--- config.mk ---
export PLATFORM = sky130hd
export DESIGN_NAME = tbuf_wptr_status
export DESIGN_NICKNAME = d
export VERILOG_FILES = /design/src/rtl/tbuf_pkg.sv /design/src/rtl/tbuf_wptr.sv /design/src/rtl/tbuf_syndrome.sv /design/src/rtl/tbuf_wptr_status.sv
export SDC_FILE = /design/constraint.sdc
export NUM_CORES = 1
export LEC_CHECK = 0
export ABC_AREA = 1
export BUFFER_PORTS_ARGS = -buffer_cell sky130_fd_sc_hd__buf_2
export CELL_PAD_IN_SITES_DETAIL_PLACEMENT = 0
export CELL_PAD_IN_SITES_GLOBAL_PLACEMENT = 1
export CORE_MARGIN = 2
export CORE_UTILIZATION = 29
export CTS_CLUSTER_DIAMETER = 150
export DETAILED_ROUTE_END_ITERATION = 6
export PLACE_DENSITY = 0.83
export SLEW_MARGIN = 20
export SYNTH_ARGS = -nofsm -noshare
export SYNTH_HDL_FRONTEND = slang
export SYNTH_SLANG_ARGS = --single-unit
--- constraint.sdc ---
create_clock -name clk -period 2.6 [get_ports clk]
set_clock_uncertainty 0.2 [all_clocks]
set_input_delay 0.39 -clock clk [delete_from_list [all_inputs] [get_ports clk]]
set_output_delay 0.39 -clock clk [all_outputs]
set_load 0.05 [all_outputs]
--- src/rtl/tbuf_pkg.sv ---
package tbuf_pkg;

  localparam int unsigned SR_W     = 64;
  localparam int unsigned CODE_W   = 6;
  localparam int unsigned BIT_IRQ  = 22;
  localparam int unsigned BIT_TRG  = 21;
  localparam int unsigned BIT_WRAP = 20;
  localparam int unsigned BIT_EA   = 18;
  localparam int unsigned BIT_STOP = 17;
  localparam int unsigned EC_LO    = 26;
  localparam int unsigned EC_HI    = 31;

  // defined (non-reserved) bits of the status word
  localparam logic [SR_W-1:0] USED_MASK = 64'h0000_0000_FC76_003F;

  localparam logic [CODE_W-1:0] CLS_OTHER = 6'b000000;
  localparam logic [CODE_W-1:0] CLS_ABT1  = 6'b100100;
  localparam logic [CODE_W-1:0] CLS_ABT2  = 6'b100101;
  localparam logic [CODE_W-1:0] ST_FILL   = 6'b000001;
  localparam logic [CODE_W-1:0] ST_TRIG   = 6'b000010;

  typedef struct packed {
    logic [CODE_W-1:0] cls;
    logic [CODE_W-1:0] code;
  } syn_t;

  // halt syndrome: a fault outranks a fill stop, which outranks a trigger stop
  function automatic syn_t halt_syndrome(input logic abort, input logic stage2,
                                         input logic [CODE_W-1:0] fcode,
                                         input logic fill_stop);
    syn_t s;
    if (abort) begin
      s.cls  = stage2 ? CLS_ABT2 : CLS_ABT1;
      s.code = fcode;
    end else if (fill_stop) begin
      s.cls  = CLS_OTHER;
      s.code = ST_FILL;
    end else begin
      s.cls  = CLS_OTHER;
      s.code = ST_TRIG;
    end
    return s;
  endfunction

endpackage

--- src/rtl/tbuf_wptr.sv ---
module tbuf_wptr #(
  parameter int unsigned AW = 16
) (
  input  logic          clk,
  input  logic          rst_n,
  input  logic [AW-1:0] base_i,
  input  logic [AW-1:0] limit_i,
  input  logic          en_i,
  input  logic          accept_i,
  output logic [AW-1:0] ptr_o,
  output logic          wrap_ev_o
);

  logic [AW-1:0] ptr_q;

  function automatic logic at_end(input logic [AW-1:0] p, input logic [AW-1:0] lim);
    return p == (lim - AW'(1));
  endfunction

  function automatic logic [AW-1:0] step(input logic [AW-1:0] p, input logic [AW-1:0] b,
                                         input logic [AW-1:0] lim);
    return at_end(p, lim) ? b : p + AW'(1);
  endfunction

  assign wrap_ev_o = accept_i && at_end(ptr_q, limit_i);

  always_ff @(posedge clk or negedge rst_n) begin
    if (!rst_n)        ptr_q <= '0;
    else if (!en_i)    ptr_q <= base_i;
    else if (accept_i) ptr_q <= step(ptr_q, base_i, limit_i);
  end

  assign ptr_o = ptr_q;

  assert_ptr_step_R3: assert property (@(posedge clk) disable iff (!rst_n)
    (en_i && accept_i && !wrap_ev_o) |=> (ptr_q == $past(ptr_q) + AW'(1)));

  assert_wrap_reload_R3: assert property (@(posedge clk) disable iff (!rst_n)
    (en_i && wrap_ev_o) |=> (ptr_q == $past(base_i)));

  assert_preset_R2: assert property (@(posedge clk) disable iff (!rst_n)
    !en_i |=> (ptr_q == $past(base_i)));

endmodule

--- src/rtl/tbuf_syndrome.sv ---
module tbuf_syndrome
  import tbuf_pkg::*;
(
  input  logic              clk,
  input  logic              rst_n,
  input  logic              buf_en_i,
  input  logic              sw_wr_i,
  input  logic [SR_W-1:0]   sw_wdata_i,
  input  logic              wrap_ev_i,
  input  logic              trig_ev_i,
  input  logic              abort_ev_i,
  input  logic              abort_s2_i,
  input  logic [CODE_W-1:0] abort_code_i,
  input  logic              abort_ext_i,
  input  logic              fill_stop_i,
  input  logic              trig_stop_i,
  output logic [SR_W-1:0]   sr_o
);

  logic [SR_W-1:0] sr_q, sr_d;
  logic            halt_ev;
  logic            sw_take;
  syn_t            syn;

  assign halt_ev = abort_ev_i || fill_stop_i || trig_stop_i;
  assign sw_take = sw_wr_i && !buf_en_i;
  assign syn     = halt_syndrome(abort_ev_i, abort_s2_i, abort_code_i, fill_stop_i);

  always_comb begin
    sr_d = sr_q;
    if (sw_take) begin
      sr_d = sw_wdata_i & USED_MASK;
    end else begin
      if (wrap_ev_i)                 sr_d[BIT_WRAP] = 1'b1;
      if (trig_ev_i)                 sr_d[BIT_TRG]  = 1'b1;
      if (abort_ev_i && abort_ext_i) sr_d[BIT_EA]   = 1'b1;
      if (halt_ev) begin
        sr_d[BIT_STOP]     = 1'b1;
        sr_d[BIT_IRQ]      = 1'b1;
        sr_d[EC_HI:EC_LO]  = syn.cls;
        sr_d[CODE_W-1:0]   = syn.code;
      end
    end
  end

  always_ff @(posedge clk or negedge rst_n) begin
    if (!rst_n) sr_q <= '0;
    else        sr_q <= sr_d;
  end

  assign sr_o = sr_q;

  assert_reserved_zero_R11: assert property (@(posedge clk) disable iff (!rst_n)
    (sr_o & ~USED_MASK) == '0);

  assert_halt_flags_R8: assert property (@(posedge clk) disable iff (!rst_n)
    (halt_ev && !sw_take) |=> (sr_o[BIT_STOP] && sr_o[BIT_IRQ]));

  assert_irq_held_R8: assert property (@(posedge clk) disable iff (!rst_n)
    (sr_o[BIT_IRQ] && !sw_take) |=> sr_o[BIT_IRQ]);

  assert_abort_class_R7: assert property (@(posedge clk) disable iff (!rst_n)
    abort_ev_i |=> (sr_o[EC_HI] && sr_o[EC_HI-3]));

  assert_wrap_sticky_R3: assert property (@(posedge clk) disable iff (!rst_n)
    wrap_ev_i |=> sr_o[BIT_WRAP]);

  assert_sw_ignored_R10: assert property (@(posedge clk) disable iff (!rst_n)
    (sw_wr_i && buf_en_i && sr_o[BIT_STOP]) |=> $stable(sr_o));

endmodule

--- src/rtl/tbuf_wptr_status.sv ---
module tbuf_wptr_status
  import tbuf_pkg::*;
#(
  parameter int unsigned AW = 16
) (
  input  logic              clk,
  input  logic              rst_n,
  input  logic [AW-1:0]     base_i,
  input  logic [AW-1:0]     limit_i,
  input  logic              buf_en_i,
  input  logic              fill_mode_i,
  input  logic              byte_acc_i,
  input  logic              trig_i,
  input  logic              trig_stop_i,
  input  logic              flt_valid_i,
  input  logic              flt_stage2_i,
  input  logic [CODE_W-1:0] flt_code_i,
  input  logic              flt_ext_i,
  input  logic              sw_wr_i,
  input  logic [SR_W-1:0]   sw_wdata_i,
  output logic [AW-1:0]     wr_ptr_o,
  output logic [SR_W-1:0]   status_o,
  output logic              stopped_o,
  output logic              irq_o
);

  logic stopped;
  logic active;
  logic accept;
  logic wrap_ev;
  logic trig_ev;
  logic abort_ev;
  logic fill_stop;
  logic trig_stop;

  assign stopped   = status_o[BIT_STOP];
  assign active    = buf_en_i && !stopped;
  assign accept    = active && byte_acc_i;
  assign trig_ev   = active && trig_i;
  assign abort_ev  = active && flt_valid_i;
  assign fill_stop = wrap_ev && fill_mode_i;
  assign trig_stop = trig_ev && trig_stop_i;

  tbuf_wptr #(.AW(AW)) u_wptr (
    .clk       (clk),
    .rst_n     (rst_n),
    .base_i    (base_i),
    .limit_i   (limit_i),
    .en_i      (buf_en_i),
    .accept_i  (accept),
    .ptr_o     (wr_ptr_o),
    .wrap_ev_o (wrap_ev)
  );

  tbuf_syndrome u_syn (
    .clk          (clk),
    .rst_n        (rst_n),
    .buf_en_i     (buf_en_i),
    .sw_wr_i      (sw_wr_i),
    .sw_wdata_i   (sw_wdata_i),
    .wrap_ev_i    (wrap_ev),
    .trig_ev_i    (trig_ev),
    .abort_ev_i   (abort_ev),
    .abort_s2_i   (flt_stage2_i),
    .abort_code_i (flt_code_i),
    .abort_ext_i  (flt_ext_i),
    .fill_stop_i  (fill_stop),
    .trig_stop_i  (trig_stop),
    .sr_o         (status_o)
  );

  assign stopped_o = stopped;
  assign irq_o     = status_o[BIT_IRQ];

  assert_hold_when_stopped_R9: assert property (@(posedge clk) disable iff (!rst_n)
    (stopped_o && buf_en_i) |=> $stable(wr_ptr_o));

  assert_no_record_when_stopped_R9: assert property (@(posedge clk) disable iff (!rst_n)
    (stopped_o && buf_en_i && !status_o[BIT_TRG]) |=> !status_o[BIT_TRG]);

endmodule

[Word level (Yosys, flattened, before mapping)]
Index checks and enable logic that the tools add are counted.
Word-level totals
  logic and storage cells: 42
  bits in registers: 33
  output and inout bits: 82
  input port bits: 113
Cells by class
  add/subtract/negate cells: 2
  reduce and logical (&&, ||, !) cells: 17
  equal/unequal tests: 2
  muxes and demuxes: 16
Operator list (count)
  $mux W16: 3
  $mux W6: 4
  $add A16 B1 Y16 const B: 1
  $eq A16 B16 Y1: 1
  $sub A16 B1 Y16 const B: 1
  $mux W12: 1
  $logic_and A1 B1 Y1: 9
  $reduce_bool A2 Y1: 4
  $mux W1: 5
  $mux W2: 2
  $mux W3: 1
  $logic_not A1 Y1: 2
  $logic_or A1 B1 Y1: 2
  $ne A2 B1 Y1 const B: 1

[Logic depth before layout (Yosys ltp)]
  depth in word-level cells: 9
  mapped depth: 18
  mapped depth without buffers: 17

[Cells and area by module]
A second synthesis with hierarchy kept.
Second synthesis, totals
  cell total of the unflattened synthesis: 500
  area total of the unflattened synthesis: 3395.8 um^2
Modules (own cells, without submodules)
  tbuf_wptr: instances 1, seq. area each 400.4 um^2, cells an instance 324, area each 2084.5 um^2
  tbuf_syndrome: instances 1, seq. area each 425.4 um^2, cells an instance 162, area each 1242.4 um^2
  tbuf_wptr_status: instances 1, seq. area each 0.0 um^2, cells an instance 14, area each 68.8 um^2

[Worst setup path before layout]
No wires, ideal clock.
  path type: register -> register
  from: register u_wptr.ptr_q[0], in the netlist u_wptr.ptr_o[0]
  to: register u_wptr.ptr_q[14], in the netlist u_wptr.ptr_o[14]
  path slack: 81 ps
  required time: 2282 ps
  data arrival time: 2201 ps
  path buffers: 0
  period minus slack after synthesis: 2519 ps
  stages on the path, launching flop included: 13
  library setup time: 118 ps
  cell sequence: dfrtp_1 > ha_1 > nand2_1 > nor2_1 > nand3_1 > nor2_1 > nand3_1 > nor2_1 > nand3_1 > xor2_1 > nand3b_1 > nand3_1 > nand2_1
On the way
  cells in the longest elaborated chain, start to end: 4
  elaborated cells between the ends (all ways): 5
  classes of those cells: add/sub: 1; eq/ne: 1; mux: 3
RTL lines
  start: declaration: line tbuf_wptr.sv:14  | logic [AW-1:0] ptr_q;
  start signal: assignment: line tbuf_wptr.sv:29  | else if (!en_i) ptr_q <= base_i;
  start signal: assignment: line tbuf_wptr.sv:30  | else if (accept_i) ptr_q <= step(ptr_q, base_i, limit_i);
  $add A16 B1 Y16 / $eq A16 B16 Y1 (equally long branches): line tbuf_wptr.sv:22, tbuf_wptr.sv:17
  $mux W16 *: line tbuf_wptr.sv:22  | return at_end(p, lim) ? b : p + AW'(1);
  $mux W16 *: line tbuf_wptr.sv:30
  $mux W16 *: line tbuf_wptr.sv:29
Every way passes the cells marked *; elsewhere a longest branch is shown, timed or not. The select of a mux whose other input is x is not followed.
A chain may end at the register's enable or synchronous reset.

[Worst setup path in the final report]
  from: register u_wptr.ptr_q[1], in the netlist u_wptr.ptr_o[1]
  to: register u_wptr.ptr_q[14], in the netlist u_wptr.ptr_o[14]
Same word-level chain as after synthesis.

==> run metrics <==
Worst-path clk slew=70 ps; ANT nets after route=0; wire per inst=11.3 µm; Async S/R FF share, synth=100%; period utilization=91.5%; Via Count=3059; syn avg cell area=6.59 µm²; final hold violation count=0; CP Class=flop to flop; sequential fraction of the synthesis area=25.9%; Seq cells post-synth=33; Final WS setup=222 ps; Leak=2.13 nW; # setup viols final=0; Root Buffer=clkbuf_8; mapped cell area=0.00318 mm²; number of I/O port buffers=100; GRT overflow=0; first drt pass iteration count=4; gr usage total=13.9%; post-synth top area share=25.9%; Post-CTS Resized=0; count leader, synth=nand2_1; area of the multi-input gates=0.00183 mm²; commonest cells in the netlist=nand2_1, inv_1, nand3_1; Ant. Diodes=0; EDFF count, synth=0; status=complete, no violations; FF-to-FF setup slack=220 ps; Power Dens Cells=577 mW/mm²; worst hold path class=primary input to asynchronous set/reset pin; placed cell areas=0.00362 mm²; Worst EP required=2560 ps; post-route cell area=0.00370 mm²; Slew Limit Fails=0; I/O Pins=195; VDD IR max=0.274 mV; max frequency=420 MHz; share of cells above drive strength 1=24.4%; Initial Util=29.5%; critical-path maximum fanout=6; final WL=8.17 mm; Area Growth Syn to Fin=16.4%; drt drc=0; clk sinks=33; die width=109 µm; Synth cell types=34; first-pass GRT wire length=13.1 mm; CP Capture Type=flop; Synth Instances=483; fin cells=723; total clock buffers created by CTS=5; hold-fix buffers at CTS=0; Vias/cell=4.23; Clk Latency, worst-skew pair=280 ps; Synth warnings=0; CTS tree=done; post-layout minimum cycle time=2380 ps; Die H=109 µm; Critical Path AT=2340 ps; largest net degree at the start of global routing=34; initial antenna violation count=0; nature of the critical path startpoint=flop; relative slew slack=46.4%; drt initial violations=119; post-CTS setup buffer count=0; Total Die Area=0.0118 mm²; row cnt=38; CORE AREA=0.0108 mm²; post-DP HPWL=6.67 mm; H-tree levels=2; Worst-Margin Slew=804 ps; Final #Nets=698; Sequential Area=826 µm²; vias in the first global route=2873; Hold WS=0.211 ps; setup_tns=0 ps; cell taking the most area after synthesis=dfrtp_1; Final Wtd Congestion=0.825; # placed instances=716; top post-synthesis cells by area=dfrtp_1, nand2_1, buf_4; Fillers=1232; pre-CTS setup slack=-42.2 ps; clk buf depth=2; dominant synthesized flop cell=dfrtp_1; RSZ-0062 raised after global routing=false; Max Cap Viol=0
==> metrics by stage <==
step / total power, mW / utilization (%)
after floorplan: 1.57 / -
after CTS: 2.17 / 34.3
after global routing: 2.28 / 34.3
after global placement: 1.75 / 33.5
final: 2.14 / 34.3
after detailed placement: 1.76 / 33.5
==> state kept, by name, summed over array words and instances, names as in the netlist <==
signal / flops
u_syn.sr_o: 17
u_wptr.ptr_o: 16
==> cells by family after synthesis <==
group	after synthesis	share of synthesized area, %
compound gates	12	2.48
fa+ha+maj	2	0.786
other cells	1	0.118
xor+xnor	27	7.43
simple gates	286	41.3
buf+inv	122	21.9
flops	33	25.9
==> placed cells by master (no fill, tap or decap), types with 3 or more instances in the layout <==
master and count:
dfrtp_1 33, nor2_1 44, nand2_2 9, nand3b_1 11, xnor2_1 9, nand3_1 53
buf_2 100, a22o_1 5, inv_1 60, buf_4 7, clkbuf_8 6, nor3_1 3
conb_1 47, a21oi_1 3, xor2_1 18, nand2_1 144, nand4_1 4, nor2_2 8
or2_2 3
==> worst max-delay path, cell delays in order, from the launching register on <==
cell and delay [ps]:
dfrtp_1 460, ha_1 220, nand2_1 60, nor2_1 160, nand3_1 160, nor2_1 130, nand3_1 120, nor2_1 180
nand3_1 120, xor2_1 150, nand3b_1 150, nand3_1 90, nand2_1 60
==> path summary, 6_finish.rpt <==
path | start | endpoint | cells past startpoint
worst max-delay path | u_wptr.ptr_o[1] | u_wptr.ptr_o[14] | 12
worst min-delay path | rst_n | u_syn.sr_o[26] | 1
worst max register to register | u_wptr.ptr_o[1] | u_wptr.ptr_o[14] | 12
worst min register to register | u_syn.sr_o[29] | u_syn.sr_o[29] | 2
max in group asynchronous | rst_n | u_wptr.ptr_o[0] | 1
min in group clk | sw_wdata_i[29] | u_syn.sr_o[29] | 3
==> power by group <==
part	total [mW]	internal, mW	switching [mW]
Combinational	1.05	0.276	0.772
Clock	0.389	0.210	0.179
Sequential	0.701	0.595	0.106
Total	2.14	1.08	1.06
==> layer usage <==
layer / routed length (µm) / global-route usage [%]
met1: 3530 / 16.7
met4: 37 / 2.84
met5: 0 / 0
met2: 3990 / 25.4
met3: 605 / 3.11
==> final cells by class <==
type | instances | share of cell area, %
flip-flops and latches | 33 | 22.3
inverters | 62 | 6.28
multi-input cells | 374 | 49.4
clock buffers | 7 | 2.33
well taps | 140 | 4.73
repair buffers | 107 | 14.9
Power figures use the tool's default switching activity.
